<file path="config.mk">
export PLATFORM = sky130hd
export DESIGN_NAME = rmw_seq_top
export DESIGN_NICKNAME = d
export VERILOG_FILES = /design/src/rtl/rmw_seq_pkg.sv /design/src/rtl/rmw_step_fsm.sv /design/src/rtl/rmw_addr_path.sv /design/src/rtl/rmw_bus_drive.sv /design/src/rtl/rmw_seq_top.sv
export SDC_FILE = /design/constraint.sdc
export NUM_CORES = 1
export LEC_CHECK = 0
export ABC_AREA = 1
export BUFFER_PORTS_ARGS = -buffer_cell sky130_fd_sc_hd__buf_2
export CAP_MARGIN = 20
export CORE_ASPECT_RATIO = 1.1
export CORE_MARGIN = 5
export CORE_UTILIZATION = 25
export CTS_CLUSTER_SIZE = 28
export DETAILED_ROUTE_END_ITERATION = 8
export HOLD_SLACK_MARGIN = 0.08
export PLACE_DENSITY = 0.5
export REMOVE_ABC_BUFFERS = 1
export SYNTH_ARGS = -nofsm -noshare
export SYNTH_HDL_FRONTEND = slang
export SYNTH_SLANG_ARGS = --single-unit
</file>
<file path="constraint.sdc">
create_clock -name clk -period 4.3 [get_ports clk]
set_clock_uncertainty 0.15 [all_clocks]
set_input_delay 0.43 -clock clk [delete_from_list [all_inputs] [get_ports clk]]
set_output_delay 0.43 -clock clk [all_outputs]
set_load 0.02 [all_outputs]
</file>
<file path="src/rtl/rmw_seq_pkg.sv">
package rmw_seq_pkg;
  typedef enum logic [2:0] {
    MD_ZP   = 3'd0,
    MD_ABS  = 3'd1,
    MD_ZPX  = 3'd2,
    MD_ABSX = 3'd3,
    MD_ABSY = 3'd4,
    MD_IZX  = 3'd5,
    MD_IZY  = 3'd6
  } amode_e;

  typedef enum logic [3:0] {
    ST_IDLE, ST_OPC, ST_OPR1, ST_OPR2, ST_DUMMY,
    ST_PLO, ST_PHI, ST_READ, ST_WOLD, ST_WNEW
  } step_e;
endpackage

</file>
<file path="src/rtl/rmw_step_fsm.sv">
module rmw_step_fsm
  import rmw_seq_pkg::*;
(
  input  logic   clk,
  input  logic   rst,
  input  logic   start,
  input  amode_e mode_q,
  output step_e  step,
  output logic   accept
);
  step_e nxt;

  assign accept = start && ((step == ST_IDLE) || (step == ST_WNEW));

  always_comb begin
    nxt = step;
    unique case (step)
      ST_IDLE:  if (start) nxt = ST_OPC;
      ST_OPC:   nxt = ST_OPR1;
      ST_OPR1: begin
        unique case (mode_q)
          MD_ABS, MD_ABSX, MD_ABSY: nxt = ST_OPR2;
          MD_ZPX, MD_IZX:           nxt = ST_DUMMY;
          MD_IZY:                   nxt = ST_PLO;
          default:                  nxt = ST_READ;
        endcase
      end
      ST_OPR2:  nxt = (mode_q == MD_ABS) ? ST_READ : ST_DUMMY;
      ST_DUMMY: nxt = (mode_q == MD_IZX) ? ST_PLO : ST_READ;
      ST_PLO:   nxt = ST_PHI;
      ST_PHI:   nxt = (mode_q == MD_IZY) ? ST_DUMMY : ST_READ;
      ST_READ:  nxt = ST_WOLD;
      ST_WOLD:  nxt = ST_WNEW;
      ST_WNEW:  nxt = start ? ST_OPC : ST_IDLE;
      default:  nxt = ST_IDLE;
    endcase
  end

  always_ff @(posedge clk) begin
    if (rst) step <= ST_IDLE;
    else     step <= nxt;
  end
endmodule

</file>
<file path="src/rtl/rmw_addr_path.sv">
module rmw_addr_path
  import rmw_seq_pkg::*;
#(
  parameter int DW = 8,
  parameter int AW = 16
) (
  input  logic          clk,
  input  logic          rst,
  input  step_e         step,
  input  logic          accept,
  input  logic [2:0]    mode_in,
  input  logic [AW-1:0] pc_start,
  input  logic [DW-1:0] x_idx,
  input  logic [DW-1:0] y_idx,
  input  logic [DW-1:0] rdata,
  output amode_e        mode_q,
  output logic [AW-1:0] pc_q,
  output logic [AW-1:0] ea_q,
  output logic [DW-1:0] ptr_q,
  output logic [DW-1:0] val_q
);
  localparam logic [AW-1:0] ONE_A  = AW'(1);
  localparam logic [DW-1:0] ONE_D  = DW'(1);
  localparam logic [DW-1:0] ZERO_D = '0;

  logic [DW-1:0] base_idx;  // index applied when the absolute high byte lands
  logic [DW-1:0] ptr_idx;   // index applied when the indirect high byte lands

  always_comb begin
    base_idx = ZERO_D;
    if (mode_q == MD_ABSX)      base_idx = x_idx;
    else if (mode_q == MD_ABSY) base_idx = y_idx;
  end
  assign ptr_idx = (mode_q == MD_IZY) ? y_idx : ZERO_D;

  always_ff @(posedge clk) begin
    if (rst) begin
      pc_q   <= '0;
      ea_q   <= '0;
      ptr_q  <= '0;
      val_q  <= '0;
      mode_q <= MD_ZP;
    end else begin
      if (accept) begin
        pc_q   <= pc_start;
        mode_q <= amode_e'(mode_in);
      end
      unique case (step)
        ST_OPC: pc_q <= pc_q + ONE_A;
        ST_OPR1: begin
          pc_q  <= pc_q + ONE_A;
          ea_q  <= {ZERO_D, rdata};
          ptr_q <= rdata;
        end
        ST_OPR2: begin
          pc_q <= pc_q + ONE_A;
          ea_q <= {rdata, ea_q[DW-1:0]} + {ZERO_D, base_idx};
        end
        ST_DUMMY: begin
          if (mode_q == MD_ZPX) ea_q  <= {ZERO_D, ea_q[DW-1:0] + x_idx};
          if (mode_q == MD_IZX) ptr_q <= ptr_q + x_idx;
        end
        ST_PLO: begin
          ea_q[DW-1:0] <= rdata;
          ptr_q        <= ptr_q + ONE_D;
        end
        ST_PHI:  ea_q  <= {rdata, ea_q[DW-1:0]} + {ZERO_D, ptr_idx};
        ST_READ: val_q <= rdata;
        default: ;
      endcase
    end
  end
endmodule

</file>
<file path="src/rtl/rmw_bus_drive.sv">
module rmw_bus_drive
  import rmw_seq_pkg::*;
#(
  parameter int DW = 8,
  parameter int AW = 16
) (
  input  step_e         step,
  input  logic [AW-1:0] pc_q,
  input  logic [AW-1:0] ea_q,
  input  logic [DW-1:0] ptr_q,
  input  logic [DW-1:0] val_q,
  input  logic [DW-1:0] mod_result,
  output logic [AW-1:0] bus_addr,
  output logic          bus_we,
  output logic [DW-1:0] bus_wdata,
  output logic          done,
  output logic          busy
);
  localparam logic [DW-1:0] ZERO_D = '0;

  always_comb begin
    bus_addr  = pc_q;
    bus_we    = 1'b0;
    bus_wdata = val_q;
    done      = 1'b0;
    unique case (step)
      ST_DUMMY, ST_READ: bus_addr = ea_q;
      ST_PLO, ST_PHI:    bus_addr = {ZERO_D, ptr_q};
      ST_WOLD: begin
        bus_addr = ea_q;
        bus_we   = 1'b1;
      end
      ST_WNEW: begin
        bus_addr  = ea_q;
        bus_we    = 1'b1;
        bus_wdata = mod_result;
        done      = 1'b1;
      end
      default: ;
    endcase
  end

  assign busy = (step != ST_IDLE);
endmodule

</file>
<file path="src/rtl/rmw_seq_top.sv">
module rmw_seq_top
  import rmw_seq_pkg::*;
#(
  parameter int DATA_W = 8
) (
  input  logic                  clk,
  input  logic                  rst,
  input  logic                  start,
  input  logic [2:0]            mode,
  input  logic [2*DATA_W-1:0]   pc_start,
  input  logic [DATA_W-1:0]     x_idx,
  input  logic [DATA_W-1:0]     y_idx,
  output logic [2*DATA_W-1:0]   bus_addr,
  output logic                  bus_we,
  output logic [DATA_W-1:0]     bus_wdata,
  input  logic [DATA_W-1:0]     bus_rdata,
  output logic [DATA_W-1:0]     mod_operand,
  input  logic [DATA_W-1:0]     mod_result,
  output logic [2*DATA_W-1:0]   pc_out,
  output logic                  busy,
  output logic                  done
);
  localparam int ADDR_W = 2 * DATA_W;

  step_e             step;
  logic              accept;
  amode_e            mode_q;
  logic [ADDR_W-1:0] pc_q, ea_q;
  logic [DATA_W-1:0] ptr_q, val_q;

  rmw_step_fsm u_fsm (
    .clk(clk), .rst(rst), .start(start), .mode_q(mode_q),
    .step(step), .accept(accept)
  );

  rmw_addr_path #(.DW(DATA_W), .AW(ADDR_W)) u_path (
    .clk(clk), .rst(rst), .step(step), .accept(accept), .mode_in(mode),
    .pc_start(pc_start), .x_idx(x_idx), .y_idx(y_idx), .rdata(bus_rdata),
    .mode_q(mode_q), .pc_q(pc_q), .ea_q(ea_q), .ptr_q(ptr_q), .val_q(val_q)
  );

  rmw_bus_drive #(.DW(DATA_W), .AW(ADDR_W)) u_bus (
    .step(step), .pc_q(pc_q), .ea_q(ea_q), .ptr_q(ptr_q), .val_q(val_q),
    .mod_result(mod_result), .bus_addr(bus_addr), .bus_we(bus_we),
    .bus_wdata(bus_wdata), .done(done), .busy(busy)
  );

  assign pc_out      = pc_q;
  assign mod_operand = val_q;
endmodule

</file>
# == Yosys cells after proc, flatten, opt, wreduce, memory -nomap -nowiden ==
# Index checks and enable logic that the tools add are counted.
# totals
reg_bits,55
latch_bits,0
ramBits,0
rom_bits,0
input_bits,54
out_inout_bits,51
elab_cells,70
mem_count,0
# classes
n_addsub,6
multipliers,0
n_div,0
order_cmp,0
eq_ne,18
shift,0
mux,21
bitwise_logic,0
n_reduce_logical,18
# ops
operator,n
one-hot mux 8 bit (4 select lines),2
2-to-1 mux 16 bit,3
2-to-1 mux 8 bit,5
one-hot mux 4 bit (10 select lines),1
adder 16 x 8 -> 16 bit,2
one-hot mux 16 bit (2 select lines),1
one-hot mux 8 bit (3 select lines),1
"adder 16 x 1 -> 16 bit, second input constant",1
adder 8 bit,2
"equality test 4 x 3 -> 1 bit, second input constant",4
nonzero test 4 bit,3
"equality test 3 bit, second input constant",3
one-hot mux 3 bit (3 select lines),1
"adder 8 x 1 -> 8 bit, second input constant",1
"equality test 4 x 2 -> 1 bit, second input constant",2
"equality test 4 bit, second input constant",2
OR reduction 2 bit,4
"equality test 3 x 2 -> 1 bit, second input constant",2
2-to-1 mux 2 bit,3
"!= test 2 bit, second input constant",3
AND reduction 2 bit,3
OR reduction 3 bit,2
"equality test 4 x 1 -> 1 bit, second input constant",1
zero test 4 bit,1
8 further kinds,10

# == Logic depth before layout (Yosys ltp) ==
# Gate-level depths: netlist of the first run.
# logic_depth
depth_word,5
ltp_mapped,18

# == Hierarchy ==
# From an unflattened synthesis of the first run, not the netlist that was laid out.
# hier_totals
cells_unflattened,954
hier_area_um2,5615.4
# by_module_without_submodules
mod,n_inst,cells_each,area_per_inst_um2,seq_area_each_um2
rmw_addr_path,1,801,4799.6,1021.0
rmw_bus_drive,1,100,509.2,0.0
rmw_step_fsm,1,53,306.5,80.1

# == Least setup slack after synthesis of the first run ==
# OpenSTA, ideal clock, no wires.
# synth_path
kind,register -> register
startpoint,reg u_path.mode_q[2]
endpoint,reg u_path.ea_q[8]
setup_time_ps,116
arrival_ps,2261
required_ps,4034
setup_slack_ps,1773
path_stages_with_launch,16
n_path_buf,1
period_less_slack_ps,2527
path_cell_list,dfxtp_1 -> inv_1 -> nand3_1 -> clkbuf_1 -> a21oi_1 -> ha_1 -> fa_1 -> nand2_1 -> nand2_1 -> and2_1 -> nand2_1 -> nand3_1 -> nand3_1 -> nand2_1 -> o21ai_0 -> inv_1
# synth_between
elab_chain_len,5
elab_cells_between_ends,12
classes_between,add/sub: 2; eq/ne: 5; mux: 4; reduce/logical: 1
# synth_lines
element,line_no,source
"start, declared",rmw_addr_path.sv:16,"output amode_e mode_q,"
"start signal, assigned",rmw_addr_path.sv:46,mode_q <= amode_e'(mode_in);
equality test 3 bit,rmw_addr_path.sv:32,else if (mode_q == MD_ABSY) base_idx = y_idx;
2-to-1 mux 8 bit,rmw_addr_path.sv:32,
2-to-1 mux 8 bit,rmw_addr_path.sv:31,if (mode_q == MD_ABSX) base_idx = x_idx;
adder 16 x 8 -> 16 bit,rmw_addr_path.sv:57,"ea_q <= {rdata, ea_q[DW-1:0]} + {ZERO_D, base_idx};"
one-hot mux 8 bit (4 select lines),rmw_addr_path.sv:48,unique case (step)
"end signal, assigned",rmw_addr_path.sv:52,"ea_q <= {ZERO_D, rdata};"
"end signal, assigned",rmw_addr_path.sv:57,
"end signal, assigned",rmw_addr_path.sv:60,"if (mode_q == MD_ZPX) ea_q <= {ZERO_D, ea_q[DW-1:0] + x_idx};"
"end, declared",rmw_addr_path.sv:18,"output logic [AW-1:0] ea_q,"
# Several ways; a longest one is shown, not always the timed one.
# A chain may end at the register's enable or synchronous reset.

# == Final worst setup path of the first run ==
# Ends and elaborated chain as after synthesis.

==> impl_metrics.prom, run 1 <==
# TYPE chip_impl_metric gauge
chip_impl_metric{name="post_layout_nonfiller_instances",unit=""} 1281
chip_impl_metric{name="ioPinCount",unit=""} 105
chip_impl_metric{name="synth_sequential_area_ratio",unit="%"} 20.6
chip_impl_metric{name="synthesis.yosys.warnings",unit=""} 0
chip_impl_metric{name="drt_pre_antenna_iters",unit=""} 5
chip_impl_metric{name="core",unit="sq um"} 21200
chip_impl_metric{name="grt_first_pass_wirelength",unit="um"} 31700
chip_impl_metric{name="rows",unit=""} 56
chip_impl_metric{name="height_of_the_chip",unit="um"} 163
chip_impl_metric{name="period_minus_slack",unit="ns"} 3.20
chip_impl_metric{name="p_seq_share",unit="%"} 24.8
chip_impl_info{name="grt_setup_unrepaired",value="no"} 1
chip_impl_metric{name="peakVddDrop",unit="mV"} 0.156
chip_impl_metric{name="dpl.cell_count",unit=""} 1273
chip_impl_info{name="run_status",value="finished, final reports clean"} 1
chip_impl_metric{name="worst_skew_pair.late_latency",unit="ns"} 0.30
chip_impl_metric{name="global_route.usage.total",unit="%"} 16.6
chip_impl_metric{name="design.final.nets",unit=""} 1080
chip_impl_metric{name="hold_ws",unit="ns"} 0.218
chip_impl_metric{name="cap_violations",unit=""} 0
chip_impl_metric{name="post_cts_resized",unit=""} 0
chip_impl_metric{name="comb_power_share",unit="%"} 60.1
chip_impl_metric{name="die-width",unit="um"} 149
chip_impl_metric{name="postSynthCellCount",unit=""} 893
chip_impl_metric{name="total_leakage_power",unit="nW"} 3.29
chip_impl_metric{name="ys_seq_elements",unit=""} 55
chip_impl_metric{name="drcViolationCount",unit=""} 0
chip_impl_metric{name="finalSetupTns",unit="ns"} 0
chip_impl_metric{name="timing.final.hold_violations",unit=""} 0
chip_impl_metric{name="syn2layout_area_growth",unit="%"} 18.5
chip_impl_metric{name="route.detailed.vias_per_inst",unit=""} 4.67
chip_impl_metric{name="pin_count_of_the_biggest_net_entering_global_routing",unit=""} 23
chip_impl_metric{name="fmax",unit="GHz"} 0.313
chip_impl_metric{name="utilization",unit="%"} 29.9
chip_impl_info{name="crit_type",value="flop to flop"} 1
chip_impl_metric{name="grt.overflow.total",unit=""} 0
chip_impl_metric{name="detail-route-antenna-nets",unit=""} 0
chip_impl_metric{name="initialDrtViolationCount",unit=""} 424
chip_impl_metric{name="setup_violations_final",unit=""} 0
chip_impl_metric{name="total_die_area",unit="sq um"} 24400
chip_impl_metric{name="nFillCells",unit=""} 2478
chip_impl_metric{name="worst-path-max-fanout",unit=""} 17
chip_impl_metric{name="post-route-period-util",unit="%"} 74.4
chip_impl_info{name="cts_tree",value="built"} 1
chip_impl_metric{name="post_cts_hold_buffer_count",unit=""} 0
chip_impl_metric{name="initial_core_utilization",unit="%"} 25.3
chip_impl_metric{name="postSynthAreaPerCell",unit="sq um"} 5.99
chip_impl_metric{name="sw_frac_of_total",unit="%"} 52.6
chip_impl_metric{name="post_cts_setup_buffer_count",unit=""} 0
chip_impl_info{name="timing.critical_path.to_type",value="flop"} 1
chip_impl_metric{name="cts-htree-levels",unit=""} 2
chip_impl_metric{name="worst_ep_arrival_time",unit="ns"} 3.25
chip_impl_metric{name="grt_antenna_before_repair",unit=""} 0
chip_impl_info{name="worst_setup_path_start_kind",value="flop"} 1
chip_impl_metric{name="share_clk_of_total_power",unit="%"} 15.1
chip_impl_metric{name="gp_congestion",unit=""} 0.879
chip_impl_metric{name="detailedPlacementHpwl",unit="um"} 16700
chip_impl_metric{name="fraction_of_final_layout_cells_with_drive_strength_greater_than_1",unit="%"} 16.1
chip_impl_metric{name="cts_inserted_buffers",unit=""} 5
chip_impl_metric{name="timing.critical_path.required",unit="ns"} 4.35
chip_impl_info{name="clockRootBuffer",value="clkbuf_16"} 1
chip_impl_metric{name="power_total",unit="mW"} 3.35
chip_impl_metric{name="max-slew-margin-rel",unit="%"} 56.6
chip_impl_metric{name="internal_power",unit="mW"} 1.58
chip_impl_metric{name="vias_in_the_first_global_route",unit=""} 5829
chip_impl_metric{name="tritoncts_sinks",unit=""} 55
chip_impl_metric{name="switchingPower",unit="mW"} 1.76
chip_impl_metric{name="average_wire_per_standard_cell",unit="um"} 15.7
chip_impl_metric{name="worst-slew-pin-transition",unit="ns"} 0.650
chip_impl_metric{name="clk_transition_reported_paths",unit="ns"} 0.08
chip_impl_metric{name="synth.cell_area",unit="sq um"} 5350
chip_impl_metric{name="powerDensity",unit="nW/um^2"} 528
chip_impl_metric{name="dr_total_vias",unit=""} 5979
chip_impl_metric{name="num_antenna_cells",unit=""} 0
chip_impl_metric{name="maxSlewViolCount",unit=""} 0
chip_impl_metric{name="route.final.wire_length",unit="um"} 20200
chip_impl_metric{name="synth_cell_types",unit=""} 44
chip_impl_metric{name="ctsLongestPathBuffers",unit=""} 2
chip_impl_metric{name="port_buffers",unit=""} 104
chip_impl_info{name="hp-class",value="input port to flop"} 1
[worst paths after layout]
check / startpoint / end / slack (ns) / depth (start not counted)
worst max register to register: u_path.mode_q[2] / u_path.ea_q[8] / 1.10 / 17
worst min-delay path: pc_start[7] / u_path.pc_q[7] / 0.22 / 3
worst max-delay path: u_path.mode_q[2] / u_path.ea_q[8] / 1.10 / 17
worst min register to register: u_path.ptr_q[7] / u_path.ptr_q[7] / 0.36 / 2
[flip-flops by register name, indices dropped and copies added (netlist names)]
| signal | cells |
|---|---|
| u_path.ptr_q | 8 |
| u_fsm.step | 4 |
| u_path.val_q | 8 |
| u_path.mode_q | 3 |
| u_path.pc_q | 16 |
| u_path.ea_q | 16 |
[cell usage in the layout, fill, tap and decap left out, types with 2 or more instances in the layout]
| master | netlist | routed |
|---|---|---|
| a21oi_1 | 61 | 61 |
| nand2_1 | 262 | 262 |
| inv_6 | 1 | 2 |
| nor2_4 | 7 | 7 |
| xnor2_1 | 4 | 4 |
| nand3b_1 | 7 | 7 |
| xor2_1 | 10 | 10 |
| nand4_1 | 7 | 7 |
| o21ai_2 | 4 | 4 |
| or2_2 | 4 | 4 |
| fa_1 | 4 | 4 |
| a21oi_2 | 2 | 2 |
| clkbuf_16 | 0 | 5 |
| and2_1 | 2 | 2 |
| a22oi_1 | 2 | 2 |
| buf_2 | 5 | 104 |
| o21ai_0 | 57 | 57 |
| nand3_1 | 88 | 88 |
| nor2_1 | 73 | 73 |
| o221ai_1 | 3 | 3 |
| a211oi_1 | 3 | 3 |
| o22ai_1 | 4 | 4 |
| nand2_2 | 5 | 5 |
| inv_2 | 11 | 11 |
| nand2_4 | 3 | 3 |
| a31oi_1 | 11 | 11 |
| dfxtp_1 | 55 | 55 |
| nor3_1 | 18 | 18 |
| o211ai_1 | 3 | 3 |
| o21bai_1 | 4 | 4 |
| inv_1 | 115 | 115 |
| ha_1 | 32 | 32 |
| o211ai_2 | 6 | 6 |
| o21ai_1 | 3 | 3 |
[power groups by stage]
stage	Sequential [mW]	Clock, mW	Combinational (mW)
after floorplan	0.838	0	1.39
after global placement	0.840	0	2.02
after detailed placement	0.838	0	2.01
after CTS	0.825	0.521	2.02
after global routing	0.849	0.544	2.26
final	0.830	0.507	2.01
[routing by layer]
layer / part of all wire (%) / track usage [%] / up-vias
met2: 47 / 28.4 / 146
met4: 1.9 / 4.70 / 0
met1: 46 / 22.0 / 2699
met3: 4.9 / 1.89 / 13
li1: - / - / 3121
met5: 0 / 0 / -
[Yosys cell counts]
| cell type | count | area, sq um |
|---|---|---|
| o21a_1 | 1 | 7.51 |
| buf_6 | 1 | 11.3 |
| nor3_1 | 18 | 90.1 |
| buf_2 | 5 | 25.0 |
| clkinv_1 | 1 | 3.75 |
| or2_0 | 1 | 6.26 |
| buf_1 | 1 | 3.75 |
| xor2_1 | 10 | 87.6 |
| clkbuf_1 | 5 | 18.8 |
| o221ai_1 | 3 | 26.3 |
| a22oi_1 | 2 | 15.0 |
| inv_2 | 11 | 41.3 |
| nand4_1 | 7 | 43.8 |
| dfxtp_1 | 55 | 1100 |
| nor2_2 | 1 | 6.26 |
| nor2_4 | 7 | 78.8 |
| nand3b_1 | 7 | 52.6 |
| nand2_2 | 5 | 31.3 |
| nor2_1 | 73 | 274 |
| a211oi_1 | 3 | 22.5 |
| nand3_1 | 88 | 440 |
| o21ai_0 | 57 | 285 |
| a211oi_2 | 1 | 12.5 |
| o22ai_1 | 4 | 25.0 |
| buf_4 | 3 | 22.5 |
| nand2_4 | 3 | 33.8 |
| inv_6 | 1 | 8.76 |
| o21ai_4 | 1 | 16.3 |
| o21ai_2 | 4 | 35.0 |
| a21oi_1 | 61 | 305 |
| o211ai_1 | 3 | 22.5 |
| a31oi_1 | 11 | 68.8 |
| or2_2 | 4 | 25.0 |
| nand2_1 | 262 | 983 |
| fa_1 | 4 | 80.1 |
| and2_1 | 2 | 12.5 |
| o21bai_1 | 4 | 30.0 |
| xnor2_1 | 4 | 35.0 |
| inv_1 | 115 | 432 |
| nor3_4 | 1 | 16.3 |
| o211ai_2 | 6 | 75.1 |
| ha_1 | 32 | 400 |
| a21oi_2 | 2 | 17.5 |
| o21ai_1 | 3 | 15.0 |
[kinds of logic after synthesis]
| group | after synthesis | share of synthesized area [%] |
|---|---|---|
| compound gates | 166 | 18.3 |
| simple gates | 479 | 39.2 |
| xor+xnor | 14 | 2.29 |
| flops | 55 | 20.6 |
| fa+ha+maj | 36 | 8.99 |
| buf+inv | 143 | 10.6 |
[cell type report]
class	count	area [sq um]	area share, %
multi-input combinational	695	3680	58.1
clock buffer	6	139	2.19
timing repair buffer	105	528	8.34
inverter	128	485	7.67
sequential	55	1100	17.4
clock inverter	2	38.8	0.613
tap	290	363	5.73
[critical path, cell delays in order, from the launching register on]
cell     delay (ns)
dfxtp_1        0.34
inv_1          0.12
nand3_1        0.40
nand2_1        0.41
o21ai_0        0.15
a21oi_1        0.14
ha_1           0.28
fa_1           0.24
nand2_1        0.06
nand2_1        0.09
and2_1         0.19
nand2_1        0.09
nand2_1        0.09
nand2_1        0.05
nand3_1        0.08
nand2_1        0.05
o21ai_0        0.13
inv_1          0.05
[per-stage QoR]
stage / setup slack, ns / instance area [sq um]
floorplan: 1.65 / 5260
global placement: 1.24 / 6150
detailed placement: 1.14 / 6150
CTS: 1.15 / 6330
global route: 0.727 / 6330
finish: 1.10 / 6330
Note: power is estimated with default switching activity, not from simulation.
==> run 2, diff against run 1 <==
--- a/config.mk
+++ b/config.mk
@@ -5,7 +5,7 @@
 export SDC_FILE = /design/constraint.sdc
 export NUM_CORES = 1
 export LEC_CHECK = 0
-export ABC_AREA = 1
+export ABC_AREA = 0
 export BUFFER_PORTS_ARGS = -buffer_cell sky130_fd_sc_hd__buf_2
 export CAP_MARGIN = 20
 export CORE_ASPECT_RATIO = 1.1
@@ -14,7 +14,7 @@
 export CTS_CLUSTER_SIZE = 28
 export DETAILED_ROUTE_END_ITERATION = 8
 export HOLD_SLACK_MARGIN = 0.08
-export PLACE_DENSITY = 0.5
+export PLACE_DENSITY = 0.51
 export REMOVE_ABC_BUFFERS = 1
 export SYNTH_ARGS = -nofsm -noshare
 export SYNTH_HDL_FRONTEND = slang
==> constraint.sdc (replaced) <==
create_clock -name clk -period 3 [get_ports clk]
set_clock_uncertainty 0.15 [all_clocks]
set_input_delay 0.3 -clock clk [delete_from_list [all_inputs] [get_ports clk]]
set_output_delay 0.3 -clock clk [all_outputs]
set_load 0.02 [all_outputs]
==> impl_metrics.prom, run 2 <==
# TYPE chip_impl_metric gauge
chip_impl_metric{name="port_buffers",unit=""} 104
chip_impl_info{name="min_to",value="u_path.pc_q[10]"} 1
chip_impl_metric{name="met3_track_demand_over_resource",unit="%"} 2.66
chip_impl_metric{name="switchingPower",unit="mW"} 1.42
chip_impl_metric{name="finalSetupTns",unit="ns"} 0
chip_impl_metric{name="global_route.usage.total",unit="%"} 16.2
chip_impl_metric{name="vias_in_the_first_global_route",unit=""} 5589
chip_impl_metric{name="design.final.nets",unit=""} 909
chip_impl_metric{name="comb_power_share",unit="%"} 50.5
chip_impl_metric{name="reg2reg_depth",unit=""} 11
chip_impl_metric{name="p_seq_share",unit="%"} 30.3
chip_impl_metric{name="fmax",unit="GHz"} 0.341
chip_impl_info{name="ys_top_cells_by_count",value="nand2_1 (84), a21oi_1 (60), dfxtp_1 (55)"} 1
chip_impl_metric{name="grt_first_pass_wirelength",unit="um"} 30900
chip_impl_metric{name="synthArstFlopShare",unit="%"} 0
chip_impl_metric{name="nFillCells",unit=""} 2104
chip_impl_info{name="cts_tree",value="built"} 1
chip_impl_metric{name="share_clk_of_total_power",unit="%"} 19.2
chip_impl_metric{name="total_leakage_power",unit="nW"} 2.83
chip_impl_info{name="most_common_cell_after_layout_fill_and_taps_aside",value="buf_2"} 1
chip_impl_info{name="worst_setup_path_start_kind",value="flop"} 1
chip_impl_metric{name="cts_inserted_buffers",unit=""} 5
chip_impl_metric{name="initialDrtViolationCount",unit=""} 393
chip_impl_metric{name="timing.final.hold_violations",unit=""} 0
chip_impl_info{name="layout_common_cells",value="buf_2 (105), nand2_1 (84), buf_4 (60), a21oi_1 (56), dfxtp_1 (52)"} 1
chip_impl_info{name="cp-startpoint",value="u_path.mode_q[2]"} 1
chip_impl_metric{name="pin_count_of_the_biggest_net_entering_global_routing",unit=""} 35
chip_impl_metric{name="internal_power",unit="mW"} 1.82
chip_impl_metric{name="route.final.wire_length",unit="um"} 20100
chip_impl_metric{name="postSynthAreaPerCell",unit="sq um"} 7.44
chip_impl_metric{name="average_wire_per_standard_cell",unit="um"} 18.8
chip_impl_info{name="crit_type",value="flop to flop"} 1
chip_impl_metric{name="synth_cell_types",unit=""} 71
chip_impl_metric{name="worst-slew-pin-transition",unit="ns"} 0.783
chip_impl_info{name="hp-class",value="input port to flop"} 1
chip_impl_metric{name="postSynthCellCount",unit=""} 685
chip_impl_info{name="ys_top_cells_by_area",value="dfxtp_1 (22%), ha_1 (7.9%), nand2_1 (6.2%)"} 1
chip_impl_metric{name="drt_pre_antenna_iters",unit=""} 5
chip_impl_metric{name="setup.reg_to_reg.worst_slack",unit="ns"} 0.06
chip_impl_metric{name="ioPinCount",unit=""} 105
chip_impl_metric{name="synth.cell_area",unit="sq um"} 5100
chip_impl_metric{name="post_cts_hold_buffer_count",unit=""} 0
chip_impl_info{name="clockRootBuffer",value="clkbuf_16"} 1
chip_impl_metric{name="sw_frac_of_total",unit="%"} 43.9
chip_impl_metric{name="detailedPlacementHpwl",unit="um"} 15200
chip_impl_metric{name="cap_violations",unit=""} 0
chip_impl_metric{name="postPlaceCellArea",unit="sq um"} 6170
chip_impl_metric{name="rows",unit=""} 54
chip_impl_metric{name="height_of_the_chip",unit="um"} 160
chip_impl_metric{name="period_minus_slack",unit="ns"} 2.94
chip_impl_metric{name="cts-htree-levels",unit=""} 2
chip_impl_metric{name="route.detailed.vias_per_inst",unit=""} 5.48
chip_impl_metric{name="detail-route-antenna-nets",unit=""} 0
chip_impl_metric{name="ctsLongestPathBuffers",unit=""} 2
chip_impl_info{name="timing.hold.worst.start",value="pc_start[10]"} 1
chip_impl_info{name="postSynth.topFlopCell",value="dfxtp_1"} 1
chip_impl_metric{name="worst_skew_pair.late_latency",unit="ns"} 0.31
chip_impl_metric{name="hold_path_depth",unit=""} 3
chip_impl_metric{name="grt_antenna_before_repair",unit=""} 0
chip_impl_metric{name="initial_core_utilization",unit="%"} 25.6
chip_impl_metric{name="fin_area",unit="sq um"} 6670
chip_impl_metric{name="ys_seq_elements",unit=""} 55
chip_impl_metric{name="timing.critical_path.required",unit="ns"} 3.09
chip_impl_metric{name="powerDensity",unit="nW/um^2"} 486
chip_impl_info{name="biggestRegsByFlops",value="u_path.ea_q (16), u_path.pc_q (16)"} 1
chip_impl_metric{name="synthesis.yosys.warnings",unit=""} 0
chip_impl_info{name="synth_area_leader_cell",value="dfxtp_1"} 1
chip_impl_info{name="r2r_end",value="u_path.ea_q[9]"} 1
chip_impl_metric{name="synth_enable_flop_cells",unit=""} 0
chip_impl_metric{name="netlist.area_leader.share",unit="%"} 21.6
chip_impl_metric{name="peakVddDrop",unit="mV"} 0.256
chip_impl_metric{name="max-slew-margin-rel",unit="%"} 47.5
chip_impl_info{name="critical_path.reg2reg.startpoint",value="u_path.mode_q[2]"} 1
chip_impl_metric{name="use_met2",unit="%"} 27.0
chip_impl_metric{name="drcViolationCount",unit=""} 0
chip_impl_metric{name="maxSlewViolCount",unit=""} 0
chip_impl_metric{name="clk_transition_reported_paths",unit="ns"} 0.08
chip_impl_metric{name="worst-path-max-fanout",unit=""} 8
chip_impl_metric{name="post-route-period-util",unit="%"} 97.9
chip_impl_metric{name="gp_congestion",unit=""} 0.905
chip_impl_metric{name="num_antenna_cells",unit=""} 0
chip_impl_info{name="timing.critical_path.to_type",value="flop"} 1
chip_impl_metric{name="tritoncts_sinks",unit=""} 55
chip_impl_metric{name="globalRouteMet1Util",unit="%"} 21.5
chip_impl_metric{name="worst_ep_arrival_time",unit="ns"} 3.03
chip_impl_metric{name="syn2layout_area_growth",unit="%"} 30.9
chip_impl_metric{name="synth_sequential_area_ratio",unit="%"} 21.6
chip_impl_metric{name="total_die_area",unit="sq um"} 23300
chip_impl_metric{name="dr_total_vias",unit=""} 5875
chip_impl_info{name="gr-max-usage-layer",value="met2"} 1
chip_impl_metric{name="grt.overflow.total",unit=""} 0
chip_impl_metric{name="setup_violations_final",unit=""} 0
chip_impl_metric{name="fraction_of_final_layout_cells_with_drive_strength_greater_than_1",unit="%"} 29.5
chip_impl_metric{name="core",unit="sq um"} 19900
chip_impl_info{name="synth.most_common_cell",value="nand2_1"} 1
chip_impl_metric{name="die-width",unit="um"} 146
chip_impl_info{name="run_status",value="finished, final reports clean"} 1
[run 2: repair_timing]
action / CTS / global route
setup buffers: 0 / 11
resized for setup: 0 / 58
endpoints found under the setup margin: 0 / 11
[run 2: power by group through the flow]
stage	registers, mW	logic [mW]	clock network, mW
after floorplan	1.03	0.897	0
after global placement	0.988	1.56	0
after detailed placement	0.987	1.56	0
after CTS	0.970	1.56	0.639
after global routing	0.998	1.80	0.669
final	0.983	1.64	0.622
[run 2: cells by family (layout without fill, tap and decap cells)]
group	after synthesis	count (layout)	synth area share [%]
AOI/OAI and AO/OA	222	222	30.3
and+or+nand+nor	275	275	26.8
xor gates and xnor gates	23	23	3.95
muxes	16	16	3.41
buffers and inverters	58	193	4.59
DFF	55	55	21.6
adders and majority gates	36	36	9.43
[run 2: worst max path at each step]
stage,depth (start not counted),endpoint,slack [ns]
finish,11,u_path.ea_q[9],0.06
detailed placement,11,u_path.ea_q[11],0.06
CTS,11,u_path.ea_q[11],0.03
floorplan,9,u_path.ea_q[9],-0.06
global route,12,u_path.ea_q[9],-0.03
global placement,12,u_path.ea_q[15],0.08
[run 2: through the flow]
stage,instances,setup slack [ns],hold WS [ns],total power [mW],utilization [%]
after floorplan,641,-0.0610,0.219,1.93,-
final,1072,0.0639,0.0861,3.24,33.5
after detailed placement,1053,0.0553,0.310,2.54,31.0
after CTS,1061,0.0337,0.0803,3.17,31.7
after global routing,1072,-0.0285,0.0824,3.46,33.5
after global placement,1053,0.0793,0.305,2.55,31.0
[run 2: worst max-delay path, stage by stage, from the launching register on]
cell       delay, ns
dfxtp_2         0.35
nor3b_4         0.15
buf_6           0.13
and2_4          0.16
ha_1            0.27
a21o_1          0.17
a2111oi_2       0.08
buf_4           0.14
or4b_4          0.59
and2_4          0.19
or3_1           0.36
a21oi_2         0.13
[run 2: layout make-up]
type	instances	area, sq um	area share (%)
inverters	14	52.6	0.788
repair buffers	171	1040	15.6
flip-flops and latches	55	1110	16.6
clock inverters	2	16.3	0.244
multi-input cells	572	4010	60.1
clock buffers	6	129	1.93
well taps	252	315	4.73
[run 2: metal layers]
layer  wire, um  up-vias
met5          0        -
met2       9790      219
met4        289        0
met1       8840     2783
li1           -     2849
met3       1230       24
